==> src/rtl/sbx_pkg.sv <==
package sbx_pkg;

   localparam int CB_GO  = 0;
   localparam int CB_INV = 1;
   localparam int CB_ONE = 2;
   localparam int CB_IEN = 3;
   localparam int SB_BUSY = 0;
   localparam int SB_DONE = 1;

   localparam logic [7:0] AFF_C  = 8'h63;
   localparam logic [7:0] AFF_IC = 8'h05;
   localparam logic [7:0] POLY_R = 8'h1B;

   function automatic logic [7:0] rotl8(input logic [7:0] v, input int n);
      logic [15:0] d;
      d = {v, v} << n;
      return d[15:8];
   endfunction

   function automatic logic [7:0] gf_mul(input logic [7:0] a, input logic [7:0] b);
      logic [7:0] acc;
      logic [7:0] sh;
      acc = 8'h00;
      sh  = a;
      for (int i = 0; i < 8; i++) begin
         if (b[i]) acc = acc ^ sh;
         sh = {sh[6:0], 1'b0} ^ (sh[7] ? POLY_R : 8'h00);
      end
      return acc;
   endfunction

   // a^254 is the field inverse, and 0 maps to 0
   function automatic logic [7:0] gf_inv(input logic [7:0] a);
      logic [7:0] p;
      p = a;
      for (int i = 0; i < 6; i++) begin
         p = gf_mul(gf_mul(p, p), a);
      end
      return gf_mul(p, p);
   endfunction

   function automatic logic [7:0] aff_fwd(input logic [7:0] v);
      return v ^ rotl8(v, 1) ^ rotl8(v, 2) ^ rotl8(v, 3) ^ rotl8(v, 4) ^ AFF_C;
   endfunction

   function automatic logic [7:0] aff_inv(input logic [7:0] v);
      return rotl8(v, 1) ^ rotl8(v, 3) ^ rotl8(v, 6) ^ AFF_IC;
   endfunction

endpackage

==> src/rtl/sbx_lane.sv <==
module sbx_lane
   import sbx_pkg::*;
#(
   parameter bit SHARED_INV = 1'b1
) (
   input  logic [7:0] x_i,
   input  logic       inv_i,
   output logic [7:0] y_o
);

   generate
      if (SHARED_INV) begin : g_shared
         logic [7:0] pre;
         logic [7:0] fi;
         always_comb begin
            pre = inv_i ? aff_inv(x_i) : x_i;
            fi  = gf_inv(pre);
            y_o = inv_i ? fi : aff_fwd(fi);
         end
      end else begin : g_split
         logic [7:0] fwd;
         logic [7:0] bwd;
         always_comb begin
            fwd = aff_fwd(gf_inv(x_i));
            bwd = gf_inv(aff_inv(x_i));
            y_o = inv_i ? bwd : fwd;
         end
      end
   endgenerate

endmodule

==> src/rtl/sbx_word.sv <==
module sbx_word #(
   parameter int  WORD_W     = 32,
   parameter bit  SHARED_INV = 1'b1
) (
   input  logic [WORD_W-1:0] w_i,
   input  logic              inv_i,
   output logic [WORD_W-1:0] w_o
);
   localparam int LANES = WORD_W / 8;

   generate
      if (WORD_W % 8 != 0 || WORD_W < 8) begin : g_bad_w
         $error("sbx_word: WORD_W must be a positive multiple of 8");
      end
      for (genvar l = 0; l < LANES; l++) begin : g_lane
         sbx_lane #(.SHARED_INV(SHARED_INV)) u_lane (
            .x_i  (w_i[8*l +: 8]),
            .inv_i(inv_i),
            .y_o  (w_o[8*l +: 8])
         );
      end
   endgenerate

endmodule

==> src/rtl/sbx_seq.sv <==
module sbx_seq #(
   parameter int NUM_WORDS = 4,
   parameter int IDX_W     = 2
) (
   input  logic             clk,
   input  logic             rst_n,
   input  logic             go_i,
   input  logic             one_i,
   input  logic             clr_i,
   output logic             busy_o,
   output logic             done_o,
   output logic [IDX_W-1:0] idx_o
);
   localparam logic [IDX_W-1:0] LAST_IDX = IDX_W'(NUM_WORDS - 1);

   logic last;
   assign last = one_i || (idx_o == LAST_IDX);

   always_ff @(posedge clk or negedge rst_n) begin
      if (!rst_n) begin
         busy_o <= 1'b0;
         done_o <= 1'b0;
         idx_o  <= '0;
      end else if (busy_o) begin
         if (last) begin
            busy_o <= 1'b0;
            done_o <= 1'b1;
            idx_o  <= '0;
         end else begin
            idx_o <= idx_o + 1'b1;
         end
      end else if (go_i) begin
         busy_o <= 1'b1;
         done_o <= 1'b0;
         idx_o  <= '0;
      end else if (clr_i) begin
         done_o <= 1'b0;
      end
   end

endmodule

==> src/rtl/byte_subst_cop.sv <==
module byte_subst_cop
   import sbx_pkg::*;
#(
   parameter int WORD_W     = 32,
   parameter int NUM_WORDS  = 4,
   parameter int ADDR_W     = 5,
   parameter bit SHARED_INV = 1'b1
) (
   input  logic              clk,
   input  logic              rst_n,
   input  logic              bus_wr,
   input  logic              bus_rd,
   input  logic [ADDR_W-1:0] bus_addr,
   input  logic [WORD_W-1:0] bus_wdata,
   output logic [WORD_W-1:0] bus_rdata,
   output logic              irq
);
   localparam int IDX_W    = (NUM_WORDS > 1) ? $clog2(NUM_WORDS) : 1;
   localparam int SLOT_W   = ADDR_W - 2;
   localparam int CTRL_IDX = NUM_WORDS;
   localparam int STAT_IDX = NUM_WORDS + 1;

   generate
      if (NUM_WORDS < 1) begin : g_bad_n
         $error("byte_subst_cop: NUM_WORDS must be at least 1");
      end
      if ((1 << SLOT_W) < NUM_WORDS + 2) begin : g_bad_a
         $error("byte_subst_cop: ADDR_W too small for the register map");
      end
      if (WORD_W < 4) begin : g_bad_w
         $error("byte_subst_cop: WORD_W too small for control bits");
      end
   endgenerate

   logic [SLOT_W-1:0] slot;
   logic              aligned;
   logic              sel_ctrl;
   logic              sel_stat;
   assign slot     = bus_addr[ADDR_W-1:2];
   assign aligned  = (bus_addr[1:0] == 2'b00);
   assign sel_ctrl = aligned && (slot == SLOT_W'(CTRL_IDX));
   assign sel_stat = aligned && (slot == SLOT_W'(STAT_IDX));

   logic busy, done;
   logic [IDX_W-1:0] idx;
   logic inv_q, one_q, ien_q;
   logic go;
   logic stat_rd;

   assign go      = bus_wr && sel_ctrl && bus_wdata[CB_GO] && !busy;
   assign stat_rd = bus_rd && sel_stat;

   always_ff @(posedge clk or negedge rst_n) begin
      if (!rst_n) begin
         inv_q <= 1'b0;
         one_q <= 1'b0;
         ien_q <= 1'b0;
      end else if (bus_wr && sel_ctrl && !busy) begin
         inv_q <= bus_wdata[CB_INV];
         one_q <= bus_wdata[CB_ONE];
         ien_q <= bus_wdata[CB_IEN];
      end
   end

   sbx_seq #(.NUM_WORDS(NUM_WORDS), .IDX_W(IDX_W)) u_seq (
      .clk   (clk),
      .rst_n (rst_n),
      .go_i  (go),
      .one_i (one_q),
      .clr_i (stat_rd),
      .busy_o(busy),
      .done_o(done),
      .idx_o (idx)
   );

   logic [WORD_W-1:0] data_q [NUM_WORDS];
   logic [WORD_W-1:0] sub_in;
   logic [WORD_W-1:0] sub_out;

   always_comb begin
      sub_in = data_q[0];
      for (int i = 0; i < NUM_WORDS; i++) begin
         if (idx == IDX_W'(i)) sub_in = data_q[i];
      end
   end

   sbx_word #(.WORD_W(WORD_W), .SHARED_INV(SHARED_INV)) u_word (
      .w_i  (sub_in),
      .inv_i(inv_q),
      .w_o  (sub_out)
   );

   generate
      for (genvar w = 0; w < NUM_WORDS; w++) begin : g_data
         logic hit;
         assign hit = aligned && (slot == SLOT_W'(w));
         always_ff @(posedge clk or negedge rst_n) begin
            if (!rst_n) begin
               data_q[w] <= '0;
            end else if (busy) begin
               if (idx == IDX_W'(w)) data_q[w] <= sub_out;
            end else if (bus_wr && hit) begin
               data_q[w] <= bus_wdata;
            end
         end
      end
   endgenerate

   always_comb begin
      bus_rdata = '0;
      if (sel_ctrl) begin
         bus_rdata[CB_INV] = inv_q;
         bus_rdata[CB_ONE] = one_q;
         bus_rdata[CB_IEN] = ien_q;
      end else if (sel_stat) begin
         bus_rdata[SB_BUSY] = busy;
         bus_rdata[SB_DONE] = done;
      end else begin
         for (int i = 0; i < NUM_WORDS; i++) begin
            if (aligned && slot == SLOT_W'(i)) bus_rdata = data_q[i];
         end
      end
   end

   assign irq = done && ien_q;

endmodule

==> config.mk <==
export PLATFORM = sky130hd
export DESIGN_NAME = byte_subst_cop
export DESIGN_NICKNAME = d
export VERILOG_FILES = /design/src/rtl/sbx_pkg.sv /design/src/rtl/sbx_lane.sv /design/src/rtl/sbx_word.sv /design/src/rtl/sbx_seq.sv /design/src/rtl/byte_subst_cop.sv
export SDC_FILE = /design/constraint.sdc
export NUM_CORES = 2
export LEC_CHECK = 0
export BUFFER_PORTS_ARGS = -buffer_cell sky130_fd_sc_hd__buf_2
export CAP_MARGIN = 20
export CORE_ASPECT_RATIO = 1.1
export CORE_UTILIZATION = 50
export DETAILED_ROUTE_END_ITERATION = 10
export GPL_ROUTABILITY_DRIVEN = 0
export GPL_TIMING_DRIVEN = 0
export HOLD_SLACK_MARGIN = 0.08
export PLACE_DENSITY_LB_ADDON = 0.15
export SETUP_SLACK_MARGIN = 0.2
export SKIP_LAST_GASP = 1
export SYNTH_ARGS = -nofsm -noshare
export SYNTH_HDL_FRONTEND = slang
export SYNTH_SLANG_ARGS = --single-unit
==> constraint.sdc <==
create_clock -name clk -period 62.5 [get_ports clk]
set_clock_uncertainty 0.1 [all_clocks]
set_input_delay 12.5 -clock clk [delete_from_list [all_inputs] [get_ports clk]]
set_output_delay 12.5 -clock clk [all_outputs]
set_load 0.03 [all_outputs]
Word level (Yosys, flattened, before mapping). Index checks and enable logic that the tools add are counted.

Add/sub/neg operators: 1. Equal/unequal tests: 13. Muxes and demuxes: 822. Bitwise gates (word level): 760. Reductions and logical operators: 32.

Operators by type and width (count): 8-bit 2-to-1 mux (424); 8-bit XOR (388); 8-bit by 5-bit XOR with 8-bit output (364); 5-bit 2-to-1 mux (364); 32-bit 2-to-1 mux (19); 30-bit 2-to-1 mux (1); 28-bit 2-to-1 mux (1); 1-bit logical AND (16); 4-bit inverter (4); 2-bit inequality test, second input constant (5); 2-bit AND reduction (5); 2-bit nonzero test (5); 1-bit 2-to-1 mux (8); 2-bit 2-to-1 mux (4); 2-bit inverter (4); 3-bit by 2-bit == test with 1-bit output, second input constant (2); 3-bit == test, second input constant (2); 2-bit == test, second input constant (2); 2-bit logical NOT (2); 3-bit by 1-bit == test with 1-bit output, second input constant (1); 3-bit logical NOT (1); 3-bit 2-to-1 mux (1); 3-bit nonzero test (1); 2-bit by 1-bit adder with 2-bit output, second input constant (1); 3 further kinds (3).

Flip-flop bits (word level): 135. Bits of input ports: 41. Output and inout port bits: 33.

Longest topological paths before layout.
Depth in word-level cells: 224. Gate-level depth with buffers: 111.

Modules after synthesis. A second synthesis with hierarchy kept.

Cell total of the unflattened synthesis: 8279. Area, all modules: 72263.1 um2.

By module, submodules not included: sbx_lane (times used 4, cells each 1905, area each 16153.0 um2); byte_subst_cop (times used 1, cells each 645, area each 7467.2 um2); sbx_seq (times used 1, cells each 14, area each 183.9 um2).

Least setup slack after synthesis. No wires, ideal clock.

Path type: in2out. Start: in bus_addr[2]. End: out bus_rdata[10]. Data arrival time: 14251 ps. Path slack: 35649 ps. Stages on the path: 5. Cell sequence: clkbuf_1 clkbuf_1 buf_1 mux2i_1 o22ai_1.

Word-level cells in the longest chain between the ends: 8. Elaborated cells on any way between the ends: 18.

RTL lines: start: declaration (line byte_subst_cop.sv:13) `input logic [ADDR_W-1:0] bus_addr,`; 3-bit logical NOT (line byte_subst_cop.sv:120) `if (aligned && slot == SLOT_W'(i)) bus_rdata = data_q[i];`; 1-bit logical AND (line byte_subst_cop.sv:120); 32-bit 2-to-1 mux (4 in a row) (line byte_subst_cop.sv:120); 30-bit 2-to-1 mux (line byte_subst_cop.sv:115) `end else if (sel_stat) begin`; 28-bit 2-to-1 mux (*) (line byte_subst_cop.sv:111) `if (sel_ctrl) begin`; end: declaration (line byte_subst_cop.sv:15) `output logic [WORD_W-1:0] bus_rdata,`.

Mark *: on every way between the ends. The rest lies on a longest branch, timed or not.

Worst setup path in the final report.
Start: reg u_seq.idx_o[1]. End: reg data_q[68] in the netlist's numbering.

Word-level cells in the longest chain between the ends: 216. Elaborated cells on any way between the ends: 396.

RTL lines: start: declaration (line sbx_seq.sv:12) `output logic [IDX_W-1:0] idx_o`; start signal: assignment (line sbx_seq.sv:30) `idx_o <= idx_o + 1'b1;`; 2-bit by 1-bit == test with 1-bit output (line byte_subst_cop.sv:83, byte_subst_cop.sv:101); 32-bit 2-to-1 mux (3 in a row) (line byte_subst_cop.sv:83) `if (idx == IDX_W'(i)) sub_in = data_q[i];`; 8-bit XOR (2 in a row) (line sbx_pkg.sv:47) `return rotl8(v, 1) ^ rotl8(v, 3) ^ rotl8(v, 6) ^ AFF_IC;`; 2-bit inverter (no line); 8-bit 2-to-1 mux (line sbx_lane.sv:16) `pre = inv_i ? aff_inv(x_i) : x_i;`; 8-bit 2-to-1 mux (line sbx_pkg.sv:26) `if (b[i]) acc = acc ^ sh;`; 8-bit XOR (line sbx_pkg.sv:26); 8-bit 2-to-1 mux (line sbx_pkg.sv:26); (+194 left out); 8-bit XOR (line sbx_pkg.sv:26); 8-bit 2-to-1 mux (line sbx_pkg.sv:26); 8-bit XOR (line sbx_pkg.sv:26); 8-bit 2-to-1 mux (line sbx_pkg.sv:26); 8-bit XOR (4 in a row) (line sbx_pkg.sv:43) `return v ^ rotl8(v, 1) ^ rotl8(v, 2) ^ rotl8(v, 3) ^ rotl8(v, 4) ^ AFF_C;`; 8-bit 2-to-1 mux (line sbx_lane.sv:18) `y_o = inv_i ? fi : aff_fwd(fi);`; 32-bit 2-to-1 mux (line byte_subst_cop.sv:101) `if (idx == IDX_W'(w)) data_q[w] <= sub_out;`; 32-bit 2-to-1 mux (line byte_subst_cop.sv:100) `end else if (busy) begin`; end signal: indexed assignment (line byte_subst_cop.sv:101); end signal: indexed assignment (line byte_subst_cop.sv:103) `data_q[w] <= bus_wdata;`; end: declaration (line byte_subst_cop.sv:76) `logic [WORD_W-1:0] data_q [NUM_WORDS];`.

Several ways; a longest one is shown, not always the timed one. The select of a mux whose other input is x is not followed. A chain may end at the register's enable or synchronous reset.

==> metrics.txt <==
CTS tree=built; Syn Inst Count=around 8,600; Yosys cell types=130; Syn Area/Cell=between 7 and 8 um^2; Rel. slew slack=16.9%; fin nets=~8,800; vias in the first global route=around 61,000; Max-Cap Viols=0; synthesized area=around 69,000 um^2; Seq/Total Area, Yosys=under 10%; TritonCTS buffer count=17; Hold Crit Depth=2; Root Buffer=clkbuf_16; Worst R2R Path Depth=between 90 and 100; top cell type's share of synthesized area=~20%; die footprint=between 100,000 and 150,000 um^2; later-pin clock latency in the skew report=approximately 0.44 ns; die width=355 um; clock buffer depth=2; CP arrival=between 30 and 40 ns; Crit Path Category=reg -> reg; CP Max Fanout=10; wire length per cell=approximately 23 um; largest net degree at the start of global routing=69; max-slew violations=0; die span in y=around 400 um; RSZ-0062 raised after global routing=false; Async SR Flop Fraction=100%; Yosys reg bits=between 100 and 150; wirelength, routed=~240 mm; CORE AREA=between 100,000 and 150,000 um^2; CTS sink count=about 140; Initial Utilization=50.4%; Post-Route Setup TNS=0 ns; Vias/cell=between 6 and 7; post-synth net total=8,664; Final min period=32.64 ns; layout cell share with drive strength beyond 1=around a tenth; actual slew at the worst max-slew pin=between 1 and 1.5 ns; Clock Pin Slew Worst Setup and Hold Paths=approximately 0.070 ns; max incr delay on CP=0.85 ns; synthesis-to-finish area growth=4.78%; I/O pin total=74; Critical Path Source Type=flop; first-pass GRT wire length=~370 mm; cell taking the most area after synthesis=xnor2_1; initial antenna violation count=33; Worst setup EP type=flop; post-CTS setup buffers=0; number of synthesized flops with an enable pin=0; fmax=between 30 and 40 MHz; router iterations before antenna repair=10; Top FF cell, synth=dfrtp_1; Final Hold Fails=0; final setup fails=0; total global routing overflow=0; via count=between 60,000 and 70,000; WP data required=between 60 and 70 ns; H-tree depth=4; top-count cell post-synth=xnor2_1; DRC Markers=0; min-delay worst type=reg -> reg; Post-CTS Hold Fix Bufs=0; status=finished clean; commonest cells in the netlist=1,562 x xnor2_1, 1,183 x nor2_1, 875 x nand2_1, 471 x xor2_1, 436 x xnor3_1; gr usage total=33.2%; fin crit share=between 50% and 60%; ANT nets after route=0; slowest CP cell=xnor2_1; Port Buffers=between 70 and 80; most used cell, CP=xnor2_1; Synth area leaders=xnor2_1 20%, xnor3_1 14%, nor2_1 6.5%; yosys warns=0; 1st-iter DRT viols=roughly 8,600; row count=142; post-DP HPWL=between 150 and 200 mm; CTS resizes=0
[final timing paths]
kind,from,to,slack [ns]
setup / recovery,u_seq.idx_o[1]$_DFFE_PN0P_,data_q[68]$_DFFE_PN0P_,29.86
hold / removal,data_q[33]$_DFFE_PN0P_,data_q[33]$_DFFE_PN0P_,0.39
setup reg to reg,u_seq.idx_o[1]$_DFFE_PN0P_,data_q[68]$_DFFE_PN0P_,29.86
hold reg to reg,data_q[33]$_DFFE_PN0P_,data_q[33]$_DFFE_PN0P_,0.39
max in group asynchronous,rst_n,data_q[19]$_DFFE_PN0P_,49.54
min in group asynchronous,rst_n,inv_q$_DFFE_PN0P_,11.97
[cell families (layout without fill, tap and decap cells)]
family / count (synthesis) / count (layout) / synth area share (%)
mux: 354 / 354 / 5.40
other cells: 0 / 16 / 0
xor+xnor: 2738 / 2738 / 48.0
compound gates: 1717 / 1717 / 17.6
simple gates: 2885 / 2885 / 18.5
buf+inv: 728 / 834 / 4.93
fa+ha+maj: 33 / 33 / 0.602
flops: 135 / 135 / 4.93
[per-layer routing]
metal	part of all wire [%]	GRT usage, %
met5	0.066	0
met2	44	52.0
met3	11	7.75
met4	3.6	11.1
met1	42	44.8
[placed cells by master (no fill, tap or decap), drive strengths merged, types with 45 or more instances in the layout]
cell / instances
xnor2: 1679
nor2: 1188
nand2: 876
xor2: 514
xnor3: 468
buf: 399
a21oi: 384
o21ai: 319
clkbuf: 307
mux2i: 276
nor3: 215
nand3: 152
dfrtp: 135
o22ai: 124
inv: 113
a31oi: 81
nand2b: 79
a22oi: 78
xor3: 77
mux2: 75
a211oi: 73
a221oi: 62
and2: 58
o221ai: 54
o211ai: 53
a222oi: 45
[sequential cells by signal, summed over array words and instances, names as in the netlist]
signal / count
data_q: 128
u_seq.idx_o: 2
ien_q: 1
inv_q: 1
one_q: 1
u_seq.busy_o: 1
u_seq.done_o: 1
[final cells by class]
type | count | area (um^2)
fillers | 13146 | 64300
multi-input cells | 7727 | 61800
flip-flops and latches | 135 | 3380
plain buffers | 614 | 2950
well taps | 1800 | 2250
clock buffers | 19 | 443
inverters | 114 | 428
repair buffers | 74 | 407
clock inverters | 13 | 138
diodes | 16 | 40.0
[through the flow]
stage	instance area, um^2	setup WS, ns	cells	hold WS, ns	utilization (%)
2_1_floorplan	68600	35.65	8590	0.352	-
3_3_place_gp	71200	30.85	10462	0.373	52.3
3_5_place_dp	71200	30.72	10463	0.377	52.3
4_1_cts	71800	30.58	10495	0.391	52.7
5_1_grt	71800	28.07	10498	0.414	52.8
6_report	71800	29.86	10512	0.390	52.8
[critical path: cells and delay by family (launching register included)]
kind | cells | cell delay [ns]
buf+inv | 18 | 5.40
mux | 4 | 1.05
flops | 1 | 0.42
compound gates | 17 | 4.35
simple gates | 12 | 2.38
fa+ha+maj | 8 | 2.95
xor+xnor | 39 | 15.79
Power is not shown: default switching activity piles up to over one toggle a cycle in this logic, so the estimate is an artifact.
